==> config.mk <==
export PLATFORM = sky130hd
export DESIGN_NAME = modphase_synth
export DESIGN_NICKNAME = d
export VERILOG_FILES = /design/src/rtl/modphase_pkg.sv /design/src/rtl/modphase_cfg.sv /design/src/rtl/modphase_accum.sv /design/src/rtl/modphase_square.sv /design/src/rtl/modphase_synth.sv
export SDC_FILE = /design/constraint.sdc
export NUM_CORES = 1
export LEC_CHECK = 0
export ABC_CLOCK_PERIOD_IN_PS = 5500
export BUFFER_PORTS_ARGS = -buffer_cell sky130_fd_sc_hd__buf_2
export CELL_PAD_IN_SITES_DETAIL_PLACEMENT = 1
export CELL_PAD_IN_SITES_GLOBAL_PLACEMENT = 1
export CORE_MARGIN = 2
export CORE_UTILIZATION = 45
export CTS_CLUSTER_SIZE = 24
export DETAILED_ROUTE_END_ITERATION = 6
export HOLD_SLACK_MARGIN = 0.08
export PLACE_DENSITY = 0.91
export SLEW_MARGIN = 20
export SYNTH_ARGS = -nofsm -noshare
export SYNTH_HDL_FRONTEND = slang
export SYNTH_SLANG_ARGS = --single-unit
==> constraint.sdc <==
create_clock -name clk -period 5.5 [get_ports clk]
set_input_delay 0.275 -clock clk [delete_from_list [all_inputs] [get_ports clk]]
set_output_delay 0.275 -clock clk [all_outputs]
set_load 0.01 [all_outputs]
==> src/rtl/modphase_pkg.sv <==
package modphase_pkg;

   typedef enum logic [1:0] {
      CFG_HOLD   = 2'd0,
      CFG_TAKE   = 2'd1,
      CFG_REFUSE = 2'd2
   } cfg_act_e;

endpackage

==> src/rtl/modphase_cfg.sv <==
module modphase_cfg
   import modphase_pkg::*;
#(
   parameter int ACC_W   = 32,
   parameter int RST_MOD = 2
) (
   input  logic             clk,
   input  logic             rst,
   input  logic             load,
   input  logic [ACC_W-1:0] step_in,
   input  logic [ACC_W-1:0] mod_in,
   output logic [ACC_W-1:0] step_q,
   output logic [ACC_W-1:0] mod_q,
   output logic             apply,
   output logic             err_q
);

   localparam logic [ACC_W-1:0] RST_MOD_W = ACC_W'(RST_MOD);

   cfg_act_e act;

   always_comb begin
      if (!load)
         act = CFG_HOLD;
      else if (step_in == '0 || step_in >= mod_in)
         act = CFG_REFUSE;
      else
         act = CFG_TAKE;
   end

   assign apply = (act == CFG_TAKE);

   always_ff @(posedge clk) begin
      if (rst) begin
         step_q <= '0;
         mod_q  <= RST_MOD_W;
         err_q  <= 1'b0;
      end else begin
         err_q <= (act == CFG_REFUSE);
         if (act == CFG_TAKE) begin
            step_q <= step_in;
            mod_q  <= mod_in;
         end
      end
   end

   // a refused load leaves the settings untouched and flags it.
   assert_refuse_keeps_R8: assert property (@(posedge clk) disable iff (rst)
      (load && (step_in == '0 || step_in >= mod_in))
      |=> (err_q && $stable(step_q) && $stable(mod_q)));

   // an accepted load installs the requested pair.
   assert_take_installs_R6: assert property (@(posedge clk) disable iff (rst)
      (load && step_in != '0 && step_in < mod_in)
      |=> (!err_q && step_q == $past(step_in) && mod_q == $past(mod_in)));

   // support: installed step is always below the modulus.
   assert_cfg_valid_R1: assert property (@(posedge clk) disable iff (rst)
      step_q < mod_q);

endmodule

==> src/rtl/modphase_accum.sv <==
module modphase_accum #(
   parameter int ACC_W = 32
) (
   input  logic             clk,
   input  logic             rst,
   input  logic             apply,
   input  logic [ACC_W-1:0] step,
   input  logic [ACC_W-1:0] modulus,
   output logic [ACC_W-1:0] phase,
   output logic             wrap
);

   localparam int EXT_W = ACC_W + 1;

   logic [EXT_W-1:0] sum_ext;
   logic [EXT_W-1:0] red_ext;
   logic             over;

   assign sum_ext = {1'b0, phase} + {1'b0, step};
   assign red_ext = sum_ext - {1'b0, modulus};
   assign over    = (sum_ext >= {1'b0, modulus});

   always_ff @(posedge clk) begin
      if (rst || apply) begin
         phase <= '0;
         wrap  <= 1'b0;
      end else begin
         phase <= over ? red_ext[ACC_W-1:0] : sum_ext[ACC_W-1:0];
         wrap  <= over;
      end
   end

   assert_phase_below_mod_R1: assert property (@(posedge clk) disable iff (rst)
      phase < modulus);

   // the new phase plus any subtracted modulus equals old phase plus step.
   assert_advance_R2: assert property (@(posedge clk) disable iff (rst)
      (!apply)
      |=> (({1'b0, phase} + (wrap ? {1'b0, $past(modulus)} : {EXT_W{1'b0}}))
           == ({1'b0, $past(phase)} + {1'b0, $past(step)})));

   // a wrapped phase always lands below the step that produced it.
   assert_wrap_lands_low_R3: assert property (@(posedge clk) disable iff (rst)
      wrap |-> (phase < step));

   // an accepted load clears the phase and the pulse.
   assert_apply_clears_R6: assert property (@(posedge clk) disable iff (rst)
      apply |=> (phase == '0 && !wrap));

endmodule

==> src/rtl/modphase_square.sv <==
module modphase_square #(
   parameter int ACC_W  = 32,
   parameter bit SQ_REG = 1'b0
) (
   input  logic             clk,
   input  logic             rst,
   input  logic [ACC_W-1:0] phase,
   input  logic [ACC_W-1:0] modulus,
   output logic             square
);

   logic [ACC_W-1:0] half;
   logic             upper;

   assign half  = modulus >> 1;
   assign upper = (phase >= half);

   generate
      if (SQ_REG) begin : g_reg
         logic sq_q;
         always_ff @(posedge clk) begin
            if (rst) sq_q <= 1'b0;
            else     sq_q <= upper;
         end
         assign square = sq_q;
      end else begin : g_comb
         assign square = upper;
         // modulus is at least 2, so a zero phase is in the lower half.
         assert_square_low_at_zero_R9: assert property (@(posedge clk) disable iff (rst)
            (phase == '0) |-> !square);
      end
   endgenerate

endmodule

==> src/rtl/modphase_synth.sv <==
module modphase_synth #(
   parameter int ACC_W   = 32,
   parameter int RST_MOD = 2,
   parameter bit SQ_REG  = 1'b0
) (
   input  logic             clk,
   input  logic             rst,
   input  logic             load,
   input  logic [ACC_W-1:0] step_in,
   input  logic [ACC_W-1:0] mod_in,
   output logic [ACC_W-1:0] phase_out,
   output logic             wrap_pulse,
   output logic             square_out,
   output logic             load_err
);

   generate
      if (ACC_W < 2 || ACC_W > 62) begin : g_bad_width
         $error("modphase_synth: ACC_W out of range");
      end
      if (RST_MOD < 2) begin : g_bad_rst_mod
         $error("modphase_synth: RST_MOD must be at least 2");
      end
      if (ACC_W < 31 && RST_MOD >= (1 << ACC_W)) begin : g_rst_mod_wide
         $error("modphase_synth: RST_MOD does not fit ACC_W");
      end
   endgenerate

   logic [ACC_W-1:0] step_q;
   logic [ACC_W-1:0] mod_q;
   logic             apply;

   modphase_cfg #(
      .ACC_W  (ACC_W),
      .RST_MOD(RST_MOD)
   ) u_cfg (
      .clk    (clk),
      .rst    (rst),
      .load   (load),
      .step_in(step_in),
      .mod_in (mod_in),
      .step_q (step_q),
      .mod_q  (mod_q),
      .apply  (apply),
      .err_q  (load_err)
   );

   modphase_accum #(
      .ACC_W(ACC_W)
   ) u_accum (
      .clk    (clk),
      .rst    (rst),
      .apply  (apply),
      .step   (step_q),
      .modulus(mod_q),
      .phase  (phase_out),
      .wrap   (wrap_pulse)
   );

   modphase_square #(
      .ACC_W (ACC_W),
      .SQ_REG(SQ_REG)
   ) u_square (
      .clk    (clk),
      .rst    (rst),
      .phase  (phase_out),
      .modulus(mod_q),
      .square (square_out)
   );

   // the error flag never lasts longer than one cycle without a new strobe.
   assert_err_one_cycle_R7: assert property (@(posedge clk) disable iff (rst)
      (load_err && !$past(load)) |-> 1'b0);

endmodule

==> impl_metrics.json <==
{
  "status": "finished, final reports clean",
  "tightest_slew_ns": 0.964,
  "vias": 8585,
  "rsz0062_at_grt": "no",
  "drt_iter0_markers": 465,
  "cts.sinks": 98,
  "drive_above_1_share_pct": 13.7,
  "gp_congestion": 0.919,
  "fmax_mhz": 200,
  "syn_area_um2": 8670,
  "clk_pin_slew_ns": 0.07,
  "area_delta_synth_final_pct": 11.4,
  "vias_per_cell": 6.06,
  "cts_resized": 0,
  "power.leakage_nw": 4.59,
  "ys.flop_type": "dfxtp_1",
  "fillerInstances": 2321,
  "htree_levels": 3,
  "cp_slowest_cell": "or4_1",
  "ys_warn_count": 0,
  "avgSynthCellArea_um2": 8.04,
  "cp-start-kind": "flip-flop",
  "core.rowCount": 50,
  "dieArea_um2": 20400,
  "synth_nets": 1274,
  "n_antenna_cell": 0,
  "yosys_register_bits": 98,
  "fp.dieH_um": 143,
  "async_flop_share_pct": 0,
  "cts_hold_buf": 0,
  "synth-edff-count": 0,
  "cts_buffers": 9,
  "maxSlewHeadroom_pct": 35.7,
  "postCtsSetupBuffers": 0,
  "p_per_area_nw_per_um2": 486,
  "setup_viol": 0,
  "hold_viol_final": 0,
  "final_cell_mix": "a21oi_1, ha_1, nor2_1, buf_2, dfxtp_1",
  "synth_cell_types": 79,
  "skew_ns": 0.00382,
  "end_kind": "flip-flop",
  "setup.worst_path.class": "flip-flop to flip-flop",
  "worstHoldPathType": "primary input to flip-flop",
  "finalMaxSlewViolations": 0,
  "fin_nets": 1347,
  "multi_input_area_um2": 6190,
  "clk_path_buf_depth": 2,
  "max_stage_delay_ns": 0.55,
  "crit_chain": "ha_1 -> a21o_1 -> a211oi_1 -> nor2b_1 -> a311o_1 -> a32oi_1 -> nand2_1 -> xor2_1 -> ha_1 -> and3_1 -> nand3_2 -> or4_1 -> o21ai_1 -> a31oi_2 -> o211ai_4 -> buf_12 -> mux2i_1 -> nor2_1",
  "crit_fanout": 29,
  "insertion_delay_ns": 0.36,
  "drtAntennaViolNets": 0,
  "ios": 102,
  "cpMostUsedCell": "ha_1",
  "peakVddDrop_mv": 0.227,
  "routed_wl_mm": 30.7,
  "start_util_pct": 46.0,
  "worst_ep_required_time_ns": 5.71,
  "drc": 0,
  "cts_tree": "built",
  "grt_max_degree": 69,
  "root_buffer": "clkbuf_16",
  "drv_cap": 0,
  "fin_crit_ns": 5.00,
  "tns_ns": 0,
  "yosys-top-cells-area": "dfxtp_1, ha_1, a21oi_1, nor2_1, mux2i_1",
  "hpwl_mm": 23.8,
  "die_w_um": 143,
  "whs_ns": 0.123,
  "yosysSeqAreaShare_pct": 22.6,
  "synth_top_area_share_pct": 22.6,
  "avgRoutedWirePerCell_um": 21.7,
  "grt.overflow.total": 0,
  "cp.arrival_ns": 5.21,
  "layout_commonest_cell": "a21oi_1",
  "period_share_pct": 90.9,
  "fp.coreArea_um2": 18800,
  "synth_top_area_cell": "dfxtp_1",
  "syn_inst": 1078,
  "ff_latch_area_um2": 1960,
  "antenna_found_initial": 0,
  "io_buffers": 101,
  "grt_pass1_vias": 8882,
  "grt_util_all_layers_pct": 30.0,
  "grt_pass1_wl_mm": 47.4,
  "first_pass_iters": 5
}
-- final cells by class --
cell class                 count  area share [%]
multi-input combinational    853            64.2
sequential                    98            20.3
timing repair buffer         107            5.83
tap                          260            3.37
inverter                      82            3.19
clock buffer                  11            2.51
clock inverter                 5           0.622
-- path summary, 6_finish.rpt --
check / start / to / slack [ns] / cells past startpoint
worst max-delay path: u_accum.phase[22]$_SDFF_PP0_ / u_accum.phase[11]$_SDFF_PP0_ / 0.50 / 18
worst min-delay path: mod_in[1] / u_cfg.mod_q[1]$_SDFFE_PP1P_ / 0.12 / 2
worst max register to register: u_accum.phase[22]$_SDFF_PP0_ / u_accum.phase[11]$_SDFF_PP0_ / 0.50 / 18
worst min register to register: u_cfg.step_q[5]$_SDFFE_PP0P_ / u_cfg.step_q[5]$_SDFFE_PP0P_ / 0.51 / 2
-- sequential cells by signal, indices dropped and copies added (netlist names) --
name,flops
u_accum.phase,32
u_accum.wrap,1
u_cfg.mod_q,32
u_cfg.step_q,32
u_cfg.err_q,1
-- through the flow --
step / instances / setup slack, ns / util [%] / total power, mW / area [um2]
2_1_floorplan: 1078 / 1.17 / - / 3.12 / 8670
3_3_place_gp: 1400 / 0.778 / 49.7 / 3.80 / 9350
3_5_place_dp: 1400 / 0.621 / 49.7 / 3.92 / 9350
4_1_cts: 1416 / 0.564 / 51.3 / 4.64 / 9660
5_1_grt: 1416 / 0.232 / 51.3 / 4.99 / 9660
6_report: 1416 / 0.502 / 51.3 / 4.69 / 9660
-- synth_stat cells (all sizes together) (6+ instances only) --
| master | instances |
|---|---|
| a21oi | 144 |
| ha | 127 |
| nor2 | 115 |
| dfxtp | 98 |
| inv | 82 |
| nand2 | 61 |
| o21ai | 50 |
| mux2i | 40 |
| a21o | 39 |
| xnor2 | 33 |
| a211oi | 26 |
| clkbuf | 24 |
| buf | 21 |
| xor2 | 19 |
| and3 | 18 |
| nand4 | 17 |
| nand3 | 15 |
| nor2b | 12 |
| nor4 | 11 |
| nand2b | 9 |
| o21a | 9 |
| a31oi | 8 |
| nor3 | 7 |
| o211ai | 7 |
| and2 | 6 |
| or3 | 6 |
-- power breakdown --
| part | internal [mW] | leakage, nW | switching [mW] |
|---|---|---|---|
| sequential | 0.815 | 0.805 | 0.0994 |
| clock | 0.368 | 0.147 | 0.308 |
| combinational | 1.22 | 3.64 | 1.89 |
| total | 2.40 | 4.59 | 2.29 |
-- cells by family (layout without fill, tap and decap cells) --
group,after synthesis,in the layout,synth area share (%)
adders and majority gates,129,129,18.8
xor gates and xnor gates,52,52,5.34
buffers and inverters,127,205,6.11
and+or+nand+nor,293,293,16.3
muxes,40,40,4.62
AOI/OAI and AO/OA,339,339,26.2
DFF,98,98,22.6
-- worst max-delay path, delay by kind of cell (launching register included) --
family,cells,cell delay [ns]
compound gates,7,1.76
xor+xnor,1,0.19
fa+ha+maj,2,0.84
buf+inv,1,0.26
flops,1,0.35
mux,1,0.20
simple gates,6,1.24
-- layer usage --
metal  GRT usage [%]  routed length, um  vias to the layer above
li1                -                  -                     4051
met4            16.6               1860                        0
met3            5.57               1590                      111
met2            52.4              14900                      278
met5               0                  0                        -
met1            34.4              12400                     4145
No activity file was read; power rests on OpenSTA's default activity.
